`src/rtl/duart_pkg.sv`:
```
package duart_pkg;

  typedef enum logic [2:0] {
    PH_IDLE,
    PH_START,
    PH_DATA,
    PH_PARITY,
    PH_STOP
  } phase_t;

  // Strobes from the sequencer to the datapath, all one cycle wide
  typedef struct packed {
    logic txLoad;    // move holding register into the shifter
    logic txShift;   // advance the transmit shifter by one bit
    logic rxShift;   // take one data bit from the line
    logic rxParity;  // take the parity bit from the line
    logic rxDone;    // stop bit sampled now: store or flag the frame
  } strobe_t;

endpackage

```
`src/rtl/duart_ctrl.sv`:
```
module duart_ctrl
  import duart_pkg::*;
#(
  parameter int DATA_W = 8,
  parameter int DIV_W  = 15
) (
  input  logic             clk,
  input  logic             rstN,
  input  logic             softReset,
  input  logic [DIV_W-1:0] txDiv,
  input  logic [DIV_W-1:0] rxDiv,
  input  logic             txEnable,
  input  logic             rxEnable,
  input  logic             txBreak,
  input  logic             parityOn,
  input  logic             holdFull,
  input  logic             rxLine,
  input  logic             rxFall,
  output phase_t           txPhase,
  output strobe_t          stb
);

  localparam int IDX_W = (DATA_W > 1) ? $clog2(DATA_W) : 1;
  localparam logic [IDX_W-1:0] LAST_IDX = IDX_W'(DATA_W - 1);

  phase_t           rxPhase;
  logic [DIV_W-1:0] txCnt, rxCnt;
  logic [IDX_W-1:0] txIdx, rxIdx;
  logic             txBitEnd, rxBitEnd, rxHalf, txGo;

  assign txBitEnd = (txCnt == txDiv);
  assign rxBitEnd = (rxCnt == rxDiv);
  assign rxHalf   = (rxCnt == (rxDiv >> 1));
  assign txGo     = (txPhase == PH_IDLE) && holdFull && txEnable && !txBreak;

  // Transmit sequencer
  always_ff @(posedge clk or negedge rstN) begin
    if (!rstN) begin
      txPhase <= PH_IDLE;
      txCnt   <= '0;
      txIdx   <= '0;
    end else if (softReset) begin
      txPhase <= PH_IDLE;
      txCnt   <= '0;
      txIdx   <= '0;
    end else if (txPhase == PH_IDLE) begin
      if (txGo) begin
        txPhase <= PH_START;
        txCnt   <= '0;
      end
    end else if (txBitEnd) begin
      txCnt <= '0;
      case (txPhase)
        PH_START: begin
          txPhase <= PH_DATA;
          txIdx   <= '0;
        end
        PH_DATA: begin
          if (txIdx == LAST_IDX) txPhase <= parityOn ? PH_PARITY : PH_STOP;
          else                   txIdx   <= txIdx + 1'b1;
        end
        PH_PARITY: txPhase <= PH_STOP;
        default:   txPhase <= PH_IDLE;
      endcase
    end else begin
      txCnt <= txCnt + 1'b1;
    end
  end

  // Receive sequencer
  always_ff @(posedge clk or negedge rstN) begin
    if (!rstN) begin
      rxPhase <= PH_IDLE;
      rxCnt   <= '0;
      rxIdx   <= '0;
    end else if (softReset || !rxEnable) begin
      rxPhase <= PH_IDLE;
      rxCnt   <= '0;
      rxIdx   <= '0;
    end else begin
      case (rxPhase)
        PH_IDLE: begin
          if (rxFall) begin
            rxPhase <= PH_START;
            rxCnt   <= '0;
          end
        end
        PH_START: begin
          if (rxHalf) begin
            rxCnt   <= '0;
            rxIdx   <= '0;
            rxPhase <= rxLine ? PH_IDLE : PH_DATA;  // glitch rejected
          end else begin
            rxCnt <= rxCnt + 1'b1;
          end
        end
        default: begin
          if (rxBitEnd) begin
            rxCnt <= '0;
            case (rxPhase)
              PH_DATA: begin
                if (rxIdx == LAST_IDX) rxPhase <= parityOn ? PH_PARITY : PH_STOP;
                else                   rxIdx   <= rxIdx + 1'b1;
              end
              PH_PARITY: rxPhase <= PH_STOP;
              default:   rxPhase <= PH_IDLE;
            endcase
          end else begin
            rxCnt <= rxCnt + 1'b1;
          end
        end
      endcase
    end
  end

  always_comb begin
    stb          = '0;
    stb.txLoad   = txGo && !softReset;
    stb.txShift  = (txPhase == PH_DATA) && txBitEnd && !softReset;
    stb.rxShift  = (rxPhase == PH_DATA) && rxBitEnd && rxEnable && !softReset;
    stb.rxParity = (rxPhase == PH_PARITY) && rxBitEnd && rxEnable && !softReset;
    stb.rxDone   = (rxPhase == PH_STOP) && rxBitEnd && rxEnable && !softReset;
  end

  // the bit timer never runs past the programmed divisor
  a_r2_tx_cnt_bound: assert property (@(posedge clk) disable iff (!rstN)
    (txPhase != PH_IDLE) |-> (txCnt <= txDiv));

  // an idle transmitter stays idle while a break is held
  a_r6_break_blocks_start: assert property (@(posedge clk) disable iff (!rstN)
    (txPhase == PH_IDLE) && txBreak |=> (txPhase == PH_IDLE));

  // a disabled receiver is parked in idle on the next cycle
  a_r7_rx_parked: assert property (@(posedge clk) disable iff (!rstN)
    !rxEnable |=> (rxPhase == PH_IDLE));

  // soft reset aborts both directions
  a_r13_soft_abort: assert property (@(posedge clk) disable iff (!rstN)
    softReset |=> (txPhase == PH_IDLE) && (rxPhase == PH_IDLE));

endmodule

```
`src/rtl/duart_dp.sv`:
```
module duart_dp
  import duart_pkg::*;
#(
  parameter int DATA_W = 8
) (
  input  logic              clk,
  input  logic              rstN,
  input  logic              softReset,
  input  strobe_t           stb,
  input  phase_t            txPhase,
  input  logic              txWrite,
  input  logic [DATA_W-1:0] txData,
  input  logic              rxRead,
  input  logic              parityOn,
  input  logic              parityEven,
  input  logic              txBreak,
  input  logic              loopMode,
  input  logic              serialIn,
  input  logic              rtsReq,
  output logic              holdFull,
  output logic              rxLine,
  output logic              rxFall,
  output logic [DATA_W-1:0] rxData,
  output logic              rxReady,
  output logic              rxOverrun,
  output logic              frameErr,
  output logic              serialOut,
  output logic              rtsOut
);

  logic [DATA_W-1:0] holdReg, txSh, rxSh;
  logic              txPar, txLine, lineOut, rxSrc;
  logic              syncA, syncB, rxPrev, rxParSeen, parExp, frameBad;

  // Holding register and transmit shifter
  always_ff @(posedge clk or negedge rstN) begin
    if (!rstN) begin
      holdReg  <= '0;
      holdFull <= 1'b0;
      txSh     <= '0;
      txPar    <= 1'b0;
    end else if (softReset) begin
      holdFull <= 1'b0;
    end else begin
      if (stb.txLoad) begin
        holdFull <= 1'b0;
        txSh     <= holdReg;
        txPar    <= parityEven ? ^holdReg : ~^holdReg;
      end else if (stb.txShift) begin
        txSh <= txSh >> 1;
      end
      if (txWrite && !holdFull) begin
        holdReg  <= txData;
        holdFull <= 1'b1;
      end
    end
  end

  always_comb begin
    case (txPhase)
      PH_START:  txLine = 1'b0;
      PH_DATA:   txLine = txSh[0];
      PH_PARITY: txLine = txPar;
      default:   txLine = 1'b1;
    endcase
  end

  assign lineOut   = txBreak ? 1'b0 : txLine;
  assign serialOut = loopMode ? 1'b1 : lineOut;
  assign rxSrc     = loopMode ? lineOut : serialIn;

  // Line synchroniser and edge detect
  always_ff @(posedge clk or negedge rstN) begin
    if (!rstN) begin
      syncA  <= 1'b1;
      syncB  <= 1'b1;
      rxPrev <= 1'b1;
      rtsOut <= 1'b0;
    end else begin
      syncA  <= rxSrc;
      syncB  <= syncA;
      rxPrev <= syncB;
      rtsOut <= rtsReq;
    end
  end

  assign rxLine = syncB;
  assign rxFall = rxPrev && !syncB;

  assign parExp   = parityEven ? ^rxSh : ~^rxSh;
  assign frameBad = !rxLine || (parityOn && (rxParSeen != parExp));

  // Receive shifter and flags
  always_ff @(posedge clk or negedge rstN) begin
    if (!rstN) begin
      rxSh      <= '0;
      rxParSeen <= 1'b0;
      rxData    <= '0;
      rxReady   <= 1'b0;
      rxOverrun <= 1'b0;
      frameErr  <= 1'b0;
    end else if (softReset) begin
      rxReady   <= 1'b0;
      rxOverrun <= 1'b0;
      frameErr  <= 1'b0;
    end else begin
      if (stb.rxShift)  rxSh      <= {rxLine, rxSh[DATA_W-1:1]};
      if (stb.rxParity) rxParSeen <= rxLine;
      if (rxRead) begin
        rxReady   <= 1'b0;
        rxOverrun <= 1'b0;
        frameErr  <= 1'b0;
      end
      if (stb.rxDone) begin
        if (rxReady && !rxRead) begin
          rxOverrun <= 1'b1;
        end else begin
          rxData   <= rxSh;
          rxReady  <= 1'b1;
          frameErr <= frameBad;
        end
      end
    end
  end

  // a new byte only appears on a stop-bit sample
  a_r8_ready_source: assert property (@(posedge clk) disable iff (!rstN)
    $rose(rxReady) |-> $past(stb.rxDone));

  // an overrunning frame leaves the unread byte untouched
  a_r9_overrun_discard: assert property (@(posedge clk) disable iff (!rstN)
    stb.rxDone && rxReady && !rxRead && !softReset |=> $stable(rxData) && rxOverrun);

  // a write into a full holding register changes nothing
  a_r5_write_ignored: assert property (@(posedge clk) disable iff (!rstN)
    txWrite && holdFull && !stb.txLoad && !softReset |=> $stable(holdReg) && holdFull);

endmodule

```
`src/rtl/dual_rate_uart.sv`:
```
module dual_rate_uart
  import duart_pkg::*;
#(
  parameter int DATA_W     = 8,
  parameter int DIV_W      = 15,
  parameter int RX_DIV_LSB = 16,
  parameter int WORD_W     = 32
) (
  input  logic              clk,
  input  logic              rstN,
  input  logic [WORD_W-1:0] baudWord,
  input  logic              parityOn,
  input  logic              parityEven,
  input  logic              rtsReq,
  input  logic              txEnable,
  input  logic              rxEnable,
  input  logic              txBreak,
  input  logic              loopMode,
  input  logic              softReset,
  input  logic              txWrite,
  input  logic [DATA_W-1:0] txData,
  input  logic              rxRead,
  output logic [DATA_W-1:0] rxData,
  output logic              rxReady,
  output logic              txReady,
  output logic              txEmpty,
  output logic              rxOverrun,
  output logic              frameErr,
  input  logic              serialIn,
  output logic              serialOut,
  output logic              rtsOut
);

  logic [DIV_W-1:0] txDiv, rxDiv;
  logic             unusedBaudBits;
  phase_t           txPhase;
  strobe_t          stb;
  logic             holdFull, rxLine, rxFall;

  assign txDiv          = baudWord[DIV_W-1:0];
  assign rxDiv          = baudWord[RX_DIV_LSB +: DIV_W];
  assign unusedBaudBits = ^{baudWord[DIV_W], baudWord[WORD_W-1]};

  duart_ctrl #(.DATA_W(DATA_W), .DIV_W(DIV_W)) u_ctrl (
    .clk(clk), .rstN(rstN), .softReset(softReset),
    .txDiv(txDiv), .rxDiv(rxDiv),
    .txEnable(txEnable), .rxEnable(rxEnable), .txBreak(txBreak),
    .parityOn(parityOn), .holdFull(holdFull),
    .rxLine(rxLine), .rxFall(rxFall),
    .txPhase(txPhase), .stb(stb)
  );

  duart_dp #(.DATA_W(DATA_W)) u_dp (
    .clk(clk), .rstN(rstN), .softReset(softReset), .stb(stb), .txPhase(txPhase),
    .txWrite(txWrite), .txData(txData), .rxRead(rxRead),
    .parityOn(parityOn), .parityEven(parityEven), .txBreak(txBreak),
    .loopMode(loopMode), .serialIn(serialIn), .rtsReq(rtsReq),
    .holdFull(holdFull), .rxLine(rxLine), .rxFall(rxFall),
    .rxData(rxData), .rxReady(rxReady), .rxOverrun(rxOverrun),
    .frameErr(frameErr), .serialOut(serialOut), .rtsOut(rtsOut)
  );

  assign txReady = !holdFull;
  assign txEmpty = !holdFull && (txPhase == PH_IDLE);

endmodule

```
`config.mk`:
```
export PLATFORM = sky130hd
export DESIGN_NAME = dual_rate_uart
export DESIGN_NICKNAME = d
export VERILOG_FILES = /design/src/rtl/duart_pkg.sv /design/src/rtl/duart_ctrl.sv /design/src/rtl/duart_dp.sv /design/src/rtl/dual_rate_uart.sv
export SDC_FILE = /design/constraint.sdc
export NUM_CORES = 1
export LEC_CHECK = 0
export BUFFER_PORTS_ARGS = -buffer_cell sky130_fd_sc_hd__clkbuf_2
export CAP_MARGIN = 20
export CORE_UTILIZATION = 60
export CTS_CLUSTER_SIZE = 24
export DETAILED_ROUTE_END_ITERATION = 7
export PLACE_DENSITY = 0.83
export SKIP_LAST_GASP = 1
export SLEW_MARGIN = 25
export SYNTH_ARGS = -nofsm -noshare
export SYNTH_HDL_FRONTEND = slang
export SYNTH_SLANG_ARGS = --single-unit
```
`constraint.sdc`:
```
create_clock -name clk -period 6 [get_ports clk]
set_input_delay 0.3 -clock clk [delete_from_list [all_inputs] [get_ports clk]]
set_output_delay 0.3 -clock clk [all_outputs]
set_load 0.03 [all_outputs]
```
==> reports/metrics.yaml <==
drc_errors: 0
tightest_slew_ps: 903
root_buffer: "clkbuf_8"
yosys.area_share.adder: 0.0162
area_delta_synth_final_pct: 11.4
synth_ff_type: "dfrtp_1"
post-route-period-util: 0.445
rows: 31
synth_simple_gate_area_frac: 0.186
num_io_pins: 68
clk_pin_slew_ps: 90
seq_area_frac_synth: 0.454
synth_area_leaders: "dfrtp_1 (44%), xnor2_1 (7.6%), mux2_2 (7.5%), xor2_1 (6.2%), nand2_1 (3.0%)"
fin_crit_ps: 2670
die_w_um: 89.9
p_per_area_mw_per_mm2: 268
synth_xor_area_frac: 0.138
wl_mm: 8.85
maxSlewViolCount: 0
dp.cells: 588
start_util: 0.629
synthCells: 443
die_h_um: 89.9
dr.pass1.iters: 4
hold_viol: 23
setup_viol: 0
synth_top_area_cell: "dfrtp_1"
cp-end-kind: "flop"
synth_fp_nets: 502
synth-edff-count: 0
nNetsFinal: 559
rrSetupSlack_ps: 3330
avgSynthCellArea_sq_um: 10.5
routedWlPerCell_um: 14.6
drt-initial-drc-count: 157
port_buffers: 65
cts.repair.resized: 0
avgViaCountPerCell: 5.68
antenna_cells: 0
synth_mux_area_frac: 0.0904
rsz0062_at_grt: "no"
max_cap_violations: 0
worstRegToRegCells: 7
stdcell_count: 604
hp-class: "in2async"
critPathMaxFanout: 9
track_usage: 0.233
synth_compound_area_frac: 0.0850
grt_overflow: 0
vias: 3429
violations: "negative hold slack"
critical_path_class: "reg2reg"
synth_top_cell_area_share: 0.437
ys_types: 57
layout-drive-gt1-share: 0.259
gp_congestion: 0.858
ys_seq_elements: 84
antenna_found_initial: 0
synthArstFlopShare: 1.00
yosysWarnings: 0
max_freq_mhz: 375
holdBufCountCts: 0
status: "finished with violations"
cts_setup_buffers: 0
htreeDepth: 3
core_sq_mm: 0.00737
fill_cells: 543
ant_nets: 0
synth_top_family_by_area: "simple AND/OR/NAND/NOR gates"
clk_path_buf_depth: 2
max_slew_margin: 0.398
dieArea_sq_mm: 0.00809
fin_util: 0.701
arrival_ps: 2970
tns_ps: 0
max-vdd-ir-drop_mv: 0.264
p_leak_nw: 2.45
grt_start_max_net_pins: 85
synth_area_sq_mm: 0.00464
holdWs_ps: -30.5
cts_made_buffers: 9
cts_tree: "done"
cts.sinks: 84
grt_first_pass_wirelength_mm: 15.1
dp_hpwl_mm: 6.23
cp_data_required_time_ps: 6300
fin_skew_ps: 5.81
grt_pass1_vias: 3390
cp-start-kind: "flop"
clk_latency_ps: 360
-- cell usage after synthesis, types with 8 or more instances --
library cell and instances:
dfrtp_1 81, xnor2_1 40, nand2_1 37, nor2_1 36, xor2_1 33, mux2_2 31
a21oi_1 18, o21ai_0 12, nand4_1 11, nor3_1 10, a22o_1 9, nand3_1 8
-- metal layers --
layer  up-vias  global-route usage  wire, um
met1      1672               0.301      4070
li1       1678                   -         -
met2        65               0.387      4260
met4         0              0.0927       162
met3        14              0.0465       358
met5         -                   0         0
-- metrics by stage --
| stage | area, sq um | worst slack (ps) | total power (W) |
|---|---|---|---|
| floorplan | 4640 | 3910 | 0.000936 |
| global placement | 4980 | 3400 | 0.00100 |
| detailed placement | 4980 | 3340 | 0.00102 |
| CTS | 5160 | 3310 | 0.00140 |
| global route | 5170 | 3040 | 0.00146 |
| finish | 5170 | 3330 | 0.00139 |
-- sequential cells by signal, summed over array words and instances, names as in the netlist, 3 cells and up --
name,count
u_dp.rxData,8
u_ctrl.txPhase,3
u_ctrl.txIdx,3
u_ctrl.rxIdx,3
u_dp.holdReg,8
u_ctrl.txCnt,15
u_ctrl.rxPhase,3
u_dp.rxSh,8
u_ctrl.rxCnt,15
u_dp.txSh,8
-- power by group --
group	switching (W)	total [W]	internal [W]	leakage, nW
registers	0.0000649	0.000698	0.000633	1.12
clock network	0.000214	0.000379	0.000165	0.0933
logic	0.000164	0.000310	0.000146	1.24
-- critical path, cell delays in order, from the launching register on --
cell and delay (ps):
dfrtp_1 460, xor2_1 190, nor4_1 230, nand4_1 150, nor3_1 440, nand4b_1 570
nor2_1 360, mux2_2 200
-- layout by cell type, fill, tap and decap left out, types with 6 or more instances in the layout --
| cell type | netlist | routed |
|---|---|---|
| xnor2_1 | 40 | 40 |
| ha_1 | 6 | 6 |
| mux2_2 | 31 | 31 |
| xor2_1 | 33 | 33 |
| nand4_1 | 11 | 11 |
| nand2b_1 | 6 | 6 |
| a22o_1 | 9 | 9 |
| o21ai_0 | 12 | 12 |
| nor4_1 | 7 | 6 |
| nand3_1 | 8 | 8 |
| and3_1 | 7 | 7 |
| clkbuf_8 | 0 | 10 |
| nand2_1 | 37 | 37 |
| dfrtp_1 | 81 | 81 |
| nor2_1 | 36 | 36 |
| nor3_1 | 10 | 10 |
| mux2i_1 | 7 | 7 |
| a21oi_1 | 18 | 18 |
| clkbuf_2 | 2 | 64 |
| a31oi_1 | 6 | 6 |
-- kinds of logic after synthesis --
| kind of cell | after synthesis |
|---|---|
| AOI/OAI and AO/OA | 61 |
| adders and majority gates | 6 |
| xor gates and xnor gates | 73 |
| and+or+nand+nor | 156 |
| DFF | 84 |
| muxes | 38 |
| buffers and inverters | 25 |
-- area by class of cell --
| class | count | area [sq um] | share of cell area |
|---|---|---|---|
| inverters | 5 | 18.8 | 0.00363 |
| flip-flops and latches | 84 | 2110 | 0.407 |
| multi-input cells | 334 | 2400 | 0.464 |
| clock buffers | 10 | 138 | 0.0266 |
| repair buffers | 66 | 339 | 0.0656 |
| clock inverters | 6 | 47.5 | 0.00920 |
| well taps | 99 | 124 | 0.0240 |
-- final timing paths --
check                                 from                to
max                        u_ctrl.txCnt[2]   u_ctrl.txIdx[0]
min                                   rstN   u_dp.holdReg[5]
max reg2reg                u_ctrl.txCnt[2]   u_ctrl.txIdx[0]
min reg2reg                     u_dp.syncA       u_dp.rxLine
max in group asynchronous             rstN  u_ctrl.txCnt[14]
min in group clk                    rtsReq       u_dp.rtsOut
Power figures use the tool's default switching activity.
